<file path="src/rtl/strm_pkg.sv">
package strm_pkg;

  typedef enum logic [2:0] {
    OP_COPY_UP = 3'd0,
    OP_COPY_DN = 3'd1,
    OP_COPY_Z  = 3'd2,
    OP_FILL    = 3'd3,
    OP_CMP     = 3'd4
  } strm_op_e;

  typedef enum logic [2:0] {
    ST_IDLE, ST_RD, ST_WR, ST_FILL, ST_RDA, ST_RDB, ST_CMP
  } strm_st_e;

  localparam logic [1:0] SZ_BYTE = 2'd0;
  localparam logic [1:0] SZ_HALF = 2'd1;
  localparam logic [1:0] SZ_WORD = 2'd2;

  function automatic logic [2:0] unit_bytes(input logic [1:0] u);
    case (u)
      SZ_BYTE: unit_bytes = 3'd1;
      SZ_HALF: unit_bytes = 3'd2;
      default: unit_bytes = 3'd4;
    endcase
  endfunction

  // Cycle cost charged for n performed steps.
  function automatic logic [31:0] op_cost(input logic [2:0] op, input logic [1:0] u,
                                          input logic [31:0] n);
    logic [31:0] q4, r4;
    q4 = n >> 2;
    r4 = {30'd0, n[1:0]};
    case (op)
      OP_COPY_UP, OP_COPY_Z: op_cost = 32'd2 + 32'd3 * q4 + 32'd3 * r4;
      OP_COPY_DN: op_cost = (n > 32'd3) ? 32'd6 + 32'd3 * q4 + 32'd3 * r4
                                        : 32'd2 + 32'd3 * r4;
      OP_FILL: begin
        case (u)
          SZ_BYTE: op_cost = 32'd2 + q4 + r4;
          SZ_HALF: op_cost = 32'd2 + (n >> 1) + {31'd0, n[0]};
          default: op_cost = 32'd2 + n;
        endcase
      end
      OP_CMP:  op_cost = 32'd2 + 32'd4 * q4 + 32'd4 * r4;
      default: op_cost = 32'd2;
    endcase
  endfunction

endpackage

</file>
<file path="src/rtl/strm_seq.sv">
module strm_seq
  import strm_pkg::*;
(
  input  logic       clk,
  input  logic       rst_n,
  input  logic       start,
  input  logic       cnt_zero,
  input  logic       cnt_last,
  input  logic [2:0] op_new,
  input  logic [2:0] op_cur,
  input  logic [7:0] rd_byte,
  input  logic [7:0] held_byte,
  output strm_st_e   state,
  output logic       step,
  output logic       stop
);

  strm_st_e nxt;

  always_comb begin
    nxt  = state;
    step = 1'b0;
    stop = 1'b0;
    case (state)
      ST_IDLE: begin
        if (start && !cnt_zero) begin
          case (op_new)
            OP_COPY_UP, OP_COPY_DN, OP_COPY_Z: nxt = ST_RD;
            OP_FILL:                           nxt = ST_FILL;
            OP_CMP:                            nxt = ST_RDA;
            default:                           nxt = ST_IDLE;
          endcase
        end
      end
      ST_RD: nxt = ST_WR;
      ST_WR: begin
        step = 1'b1;
        stop = cnt_last || (op_cur == OP_COPY_Z && rd_byte == 8'd0);
        nxt  = stop ? ST_IDLE : ST_RD;
      end
      ST_FILL: begin
        step = 1'b1;
        stop = cnt_last;
        nxt  = stop ? ST_IDLE : ST_FILL;
      end
      ST_RDA: nxt = ST_RDB;
      ST_RDB: nxt = ST_CMP;
      ST_CMP: begin
        step = 1'b1;
        stop = cnt_last || (held_byte != rd_byte) || (held_byte == 8'd0);
        nxt  = stop ? ST_IDLE : ST_RDA;
      end
      default: nxt = ST_IDLE;
    endcase
  end

  always_ff @(posedge clk) begin
    if (!rst_n) state <= ST_IDLE;
    else        state <= nxt;
  end

endmodule

</file>
<file path="src/rtl/strm_cost.sv">
module strm_cost
  import strm_pkg::*;
#(
  parameter int CW = 16
) (
  input  logic [2:0]    op,
  input  logic [1:0]    unit,
  input  logic [CW-1:0] steps,
  output logic [31:0]   cost
);

  always_comb cost = op_cost(op, unit, 32'(steps));

endmodule

</file>
<file path="src/rtl/strm_engine.sv">
module strm_engine
  import strm_pkg::*;
#(
  parameter int PW = 32,
  parameter int CW = 16
) (
  input  logic          clk,
  input  logic          rst_n,
  input  logic          start,
  input  logic [2:0]    op_i,
  input  logic [1:0]    unit_i,
  input  logic [PW-1:0] dst_i,
  input  logic [31:0]   src_i,
  input  logic [CW-1:0] cnt_i,
  output logic          busy_o,
  output logic [PW-1:0] dst_o,
  output logic [31:0]   src_o,
  output logic [CW-1:0] cnt_o,
  output logic          flag_z_o,
  output logic          flag_c_o,
  output logic [31:0]   cost_o,
  output logic          mem_req_o,
  output logic          mem_we_o,
  output logic [1:0]    mem_size_o,
  output logic [PW-1:0] mem_addr_o,
  output logic [31:0]   mem_wdata_o,
  input  logic [31:0]   mem_rdata_i
);

  localparam logic [PW-1:0] P_ONE = PW'(1);
  localparam logic [CW-1:0] C_ONE = CW'(1);

  strm_st_e      state;
  logic [2:0]    op_q;
  logic [1:0]    unit_q;
  logic [PW-1:0] dst_q;
  logic [31:0]   src_q;
  logic [CW-1:0] cnt_q, steps_q;
  logic [7:0]    a_q;
  logic          z_q, c_q;

  // Named events
  logic       launch, step, stop, cnt_zero, cnt_last;
  logic [7:0] rd_byte;

  assign launch   = start && (state == ST_IDLE);
  assign cnt_zero = (cnt_i == '0);
  assign cnt_last = (cnt_q == C_ONE);
  assign rd_byte  = mem_rdata_i[7:0];

  strm_seq u_seq (
    .clk(clk), .rst_n(rst_n), .start(start), .cnt_zero(cnt_zero), .cnt_last(cnt_last),
    .op_new(op_i), .op_cur(op_q), .rd_byte(rd_byte), .held_byte(a_q),
    .state(state), .step(step), .stop(stop)
  );

  strm_cost #(.CW(CW)) u_cost (.op(op_q), .unit(unit_q), .steps(steps_q), .cost(cost_o));

  always_ff @(posedge clk) begin
    if (!rst_n) begin
      op_q <= '0; unit_q <= '0; dst_q <= '0; src_q <= '0;
      cnt_q <= '0; steps_q <= '0; a_q <= '0; z_q <= 1'b0; c_q <= 1'b0;
    end else begin
      if (launch) begin
        op_q    <= op_i;
        unit_q  <= (unit_i == 2'd3) ? SZ_WORD : unit_i;
        dst_q   <= dst_i;
        src_q   <= src_i;
        cnt_q   <= cnt_i;
        steps_q <= '0;
      end
      if (state == ST_RDB) a_q <= rd_byte;
      if (step) begin
        cnt_q   <= cnt_q - C_ONE;
        steps_q <= steps_q + C_ONE;
        case (op_q)
          OP_COPY_DN: begin
            dst_q <= dst_q - P_ONE;
            src_q <= src_q - 32'd1;
          end
          OP_FILL: dst_q <= dst_q + PW'(unit_bytes(unit_q));
          default: begin
            dst_q <= dst_q + P_ONE;
            src_q <= src_q + 32'd1;
          end
        endcase
        if (op_q == OP_CMP) begin
          z_q <= (a_q == rd_byte);
          c_q <= (a_q >= rd_byte);
        end
      end
    end
  end

  always_comb begin
    busy_o      = (state != ST_IDLE);
    mem_req_o   = state inside {ST_RD, ST_WR, ST_FILL, ST_RDA, ST_RDB};
    mem_we_o    = state inside {ST_WR, ST_FILL};
    mem_addr_o  = (state == ST_RD || state == ST_RDB) ? src_q[PW-1:0] : dst_q;
    mem_size_o  = (state == ST_FILL) ? unit_q : SZ_BYTE;
    mem_wdata_o = (state == ST_FILL) ? src_q : {24'd0, rd_byte};
    dst_o       = dst_q;
    src_o       = src_q;
    cnt_o       = cnt_q;
    flag_z_o    = z_q;
    flag_c_o    = c_q;
  end

  // forward copy advances both pointers and consumes one count
  a_r1_fwd_advance: assert property (@(posedge clk) disable iff (!rst_n)
    (step && op_q == OP_COPY_UP) |=> (dst_q == $past(dst_q) + P_ONE)
      && (src_q == $past(src_q) + 32'd1) && (cnt_q == $past(cnt_q) - C_ONE));

  // backward copy retreats both pointers
  a_r2_back_retreat: assert property (@(posedge clk) disable iff (!rst_n)
    (step && op_q == OP_COPY_DN) |=> (dst_q == $past(dst_q) - P_ONE)
      && (src_q == $past(src_q) - 32'd1));

  // a copied zero byte ends copy-until-zero
  a_r3_zero_ends: assert property (@(posedge clk) disable iff (!rst_n)
    (state == ST_WR && op_q == OP_COPY_Z && rd_byte == 8'd0) |=> !busy_o);

  // fill writes with the latched unit size
  a_r4_fill_size: assert property (@(posedge clk) disable iff (!rst_n)
    (state == ST_FILL) |-> (mem_we_o && mem_size_o == unit_q));

  // a byte mismatch ends the compare
  a_r5_mismatch_ends: assert property (@(posedge clk) disable iff (!rst_n)
    (state == ST_CMP && a_q != rd_byte) |=> !busy_o);

  // flags move only on a compare step
  a_r6_flags_hold: assert property (@(posedge clk) disable iff (!rst_n)
    (state != ST_CMP) |=> ($stable(flag_z_o) && $stable(flag_c_o)));

  // zero count starts no activity
  a_r7_zero_count: assert property (@(posedge clk) disable iff (!rst_n)
    (launch && cnt_zero) |=> (!busy_o && !mem_req_o));

  // idle means no memory traffic; a terminating step drops busy
  a_r8_idle_quiet: assert property (@(posedge clk) disable iff (!rst_n)
    !busy_o |-> !mem_req_o);
  a_r8_stop_idle: assert property (@(posedge clk) disable iff (!rst_n)
    stop |=> !busy_o);

endmodule

</file>
<file path="config.mk">
export PLATFORM = sky130hd
export DESIGN_NAME = strm_engine
export DESIGN_NICKNAME = d
export VERILOG_FILES = /design/src/rtl/strm_pkg.sv /design/src/rtl/strm_seq.sv /design/src/rtl/strm_cost.sv /design/src/rtl/strm_engine.sv
export SDC_FILE = /design/constraint.sdc
export NUM_CORES = 1
export LEC_CHECK = 0
export BUFFER_PORTS_ARGS = -buffer_cell sky130_fd_sc_hd__buf_2
export CORE_UTILIZATION = 30
export CTS_CLUSTER_DIAMETER = 80
export CTS_CLUSTER_SIZE = 30
export DETAILED_ROUTE_END_ITERATION = 12
export SYNTH_ARGS = -nofsm -noshare
export SYNTH_HDL_FRONTEND = slang
export SYNTH_SLANG_ARGS = --single-unit
export TNS_END_PERCENT = 50
</file>
<file path="constraint.sdc">
create_clock -name clk -period 6.3 [get_ports clk]
set_clock_uncertainty 0.1 [all_clocks]
set_input_delay 0.945 -clock clk [delete_from_list [all_inputs] [get_ports clk]]
set_output_delay 0.945 -clock clk [all_outputs]
set_load 0.03 [all_outputs]
</file>
==> metrics.md <==
| Metric | Value |
|---|---|
| Critical Path, Cell by Cell | `inv_1 -> fa_1 -> nand2b_2 -> a21oi_1 -> o221ai_1 -> a211oi_2 -> nand2_1 -> or4_1 -> xnor2_1 -> and2_1 -> a211o_1 -> nand3_1 -> buf_2` |
| Fin util | `0.3603` |
| CP endpoint kind | `primary output` |
| Synth Area in XOR/XNOR | `0.1039` |
| Post CTS Setup Buffer Count | `0` |
| Fill count | `4615` |
| Most used DFF post-synth | `dfxtp_1` |
| Register area | `2282 um^2` |
| Die height | `211.9 um` |
| Startpoint Class | `flop` |
| Leak Pwr | `7.142 nW` |
| Final setup fails | `0` |
| Mux cell area share after synthesis | `0.03569` |
| Yosys warnings | `0` |
| Cell area after synthesis | `13220 um^2` |
| Hold Violations, Final | `0` |
| Final min period | `5.833 ns` |
| CTS resizes | `0` |
| Vias after detailed routing | `13980` |
| Post-synth ARST share | `0` |
| CTS Buf Count | `17` |
| Final WS setup | `0.4673 ns` |
| Core Area | `43270 um^2` |
| Area of the multi-input gates | `10250 um^2` |
| Max cap viols | `0` |
| TNS Setup | `0 ns` |
| Setup Slack @ Placement | `0.9508 ns` |
| GRT Total Usage | `0.2154` |
| Worst VDD drop | `0.1765 mV` |
| Leading post-synthesis cells by cell area | `dfxtp_1 (17%), ha_1 (11%), xnor2_1 (6.8%)` |
| Num ports | `303` |
| Row count | `76` |
| Syn Inst Count | `1777` |
| Initial DRT Pass Iterations | `5` |
| Hpwl dp | `38420 um` |
| Compound-Gate Fraction of Synth Area | `0.2548` |
| Pin count of the biggest net entering global routing | `82` |
| DR iter-0 viols | `991` |
| CTS clk-pin slew, worst paths | `0.06 ns` |
| Ratio of cells with drive above 1 in the final layout | `0.1936` |
| Worst path required time | `5.25 ns` |
| Max frequency | `0.1714 GHz` |
| Crit-path slowest cell | `dfxtp_1` |
| Hold crit path type | `reg2reg` |
| Avg Synthesized Cell Area | `7.438 um^2` |
| Max clock buf depth | `2` |
| Fin nets | `2229` |
| Number of synthesized flops with an enable pin | `0` |
| Grt ovf | `0` |
| Register bit count reported by yosys | `114` |
| Synthesis-to-finish area growth | `17.94%` |
| CTS root buffer | `clkbuf_16` |
| Synth area leader | `dfxtp_1` |
| RSZ-0062 raised after global routing | `false` |
| CTS tree | `built` |
| Initial Utilization | `0.3055` |
| CTS sink count | `114` |
| Clk Latency, worst-skew pair | `0.42 ns` |
| Die ar. | `44900 um^2` |
| I/O Buffers | `263` |
| Post-CTS Hold Buffers | `0` |
| Tcrit/Tclk final | `0.9258` |
| Status | `completed` |
| Top cell type's share of synthesized area | `0.1727` |
| Critical Path AT | `4.79 ns` |
| CP Class | `reg2out` |
| Placer Congestion | `0.9086` |
| Final wirelength | `49340 um` |
| Via density per instance | `5.410` |
| P per Cell Area | `187.3 nW/um^2` |
| Post-synth top cells | `nand2_1 (226), ha_1 (116), dfxtp_1 (114)` |
| Slew @ Worst Pin | `0.9386 ns` |
| Vias in the first global route | `13090` |
| Die width | `211.9 um` |
| CTS H-tree depth | `4` |
| Largest family of logic cells by synthesized area | `compound AO/OA/AOI/OAI gates` |
| First-pass GRT wire length | `75260 um` |
| ANT nets after route | `0` |
| Max incr delay on CP | `0.66 ns` |
| Post-route DRC | `0` |
| Antenna Diode Count | `0` |
| Post-synthesis sequential area ratio | `0.1727` |
| Critical path peak fanout | `12` |
| Count leader, synth | `nand2_1` |
| Cell variety after synth | `91` |
| Synth Area in Adders | `0.1204` |
| Simple-gate share of the synthesized area | `0.2543` |
| Initial antenna violation count | `7` |
| Slew Limit Fails | `0` |
| WL/cell | `19.09 um` |
| Slew Limit Headroom | `0.3728` |
[critical path, delay by kind of cell, from the launching register on]
| kind | cells | cell delay, ns |
|---|---|---|
| buf+inv | 2 | 0.47 |
| xor+xnor | 1 | 0.18 |
| compound gates | 4 | 1.26 |
| fa+ha+maj | 1 | 0.51 |
| simple gates | 5 | 1.30 |
| flops | 1 | 0.66 |
[stage by stage]
step	instances	power (mW)	cell area [um^2]	hold slack, ns
2_1_floorplan	1791	1.591	13270	0.3568
3_3_place_gp	2552	1.914	14990	0.3571
3_5_place_dp	2552	1.928	14990	0.3688
4_1_cts	2584	2.932	15590	0.3770
5_1_grt	2584	3.061	15590	0.3971
6_report	2584	2.920	15590	0.3774
[cell families (layout without fill, tap and decap cells)]
group,Yosys count,count (layout)
adder cells (fa/ha/maj),123,123
other,1,15
multiplexers,43,43
buffers and inverters,175,383
XOR/XNOR,156,156
AND/OR/NAND/NOR,673,673
AO/OA/AOI/OAI,492,492
flip-flops,114,114
[state kept, by name, indices dropped and copies added, names as in the netlist]
register and count:
dst_o 32, steps_q 16, u_seq.state 3, flag_z_o 1, op_q 3, flag_c_o 1
src_o 32, cnt_o 16, a_q 8, unit_q 2
[metal layers]
metal | vias up | GRT usage | part of all wire
met2 | 458 | 0.3728 | 0.48
met4 | 8 | 0.06622 | 0.025
li1 | 6814 | - | -
met1 | 6634 | 0.2778 | 0.45
met5 | - | 0 | 0.00099
met3 | 65 | 0.02388 | 0.051
[power by group]
group	switching (mW)	leakage, nW	internal, mW	total [mW]
registers	0.123	0.933	0.784	0.907
clock network	0.403	0.293	0.595	0.999
logic	0.670	5.92	0.344	1.01
total	1.20	7.14	1.72	2.92
[area by class of cell]
type / instances / area share
Clock inverter: 15 / 0.01092
Clock buffer: 17 / 0.02729
Multi-Input combinational cell: 1502 / 0.6574
Sequential cell: 114 / 0.1464
Tap cell: 585 / 0.04695
Timing Repair Buffer: 285 / 0.09519
Inverter: 66 / 0.01589
[placed cells by master (no fill, tap or decap), types with 37 or more instances in the layout]
cell type,instances
nand2_1,224
nand3_1,91
o21ai_0,95
and3_1,51
inv_1,64
a21boi_0,41
nor3_1,37
nor2b_1,38
xnor2_1,103
xor2_1,52
dfxtp_1,114
ha_1,116
nor2_1,87
a21oi_1,105
buf_2,262
[worst paths after layout]
| path | from | to | slack, ns | cells after the start |
|---|---|---|---|---|
| min reg2reg | flag_z_o | flag_z_o | 0.38 | 2 |
| max reg2reg | unit_q[1] | dst_o[31] | 1.15 | 16 |
| min | flag_z_o | flag_z_o | 0.38 | 2 |
| max | steps_q[3] | cost_o[15] | 0.47 | 13 |
Note: power is estimated with default switching activity, not from simulation.
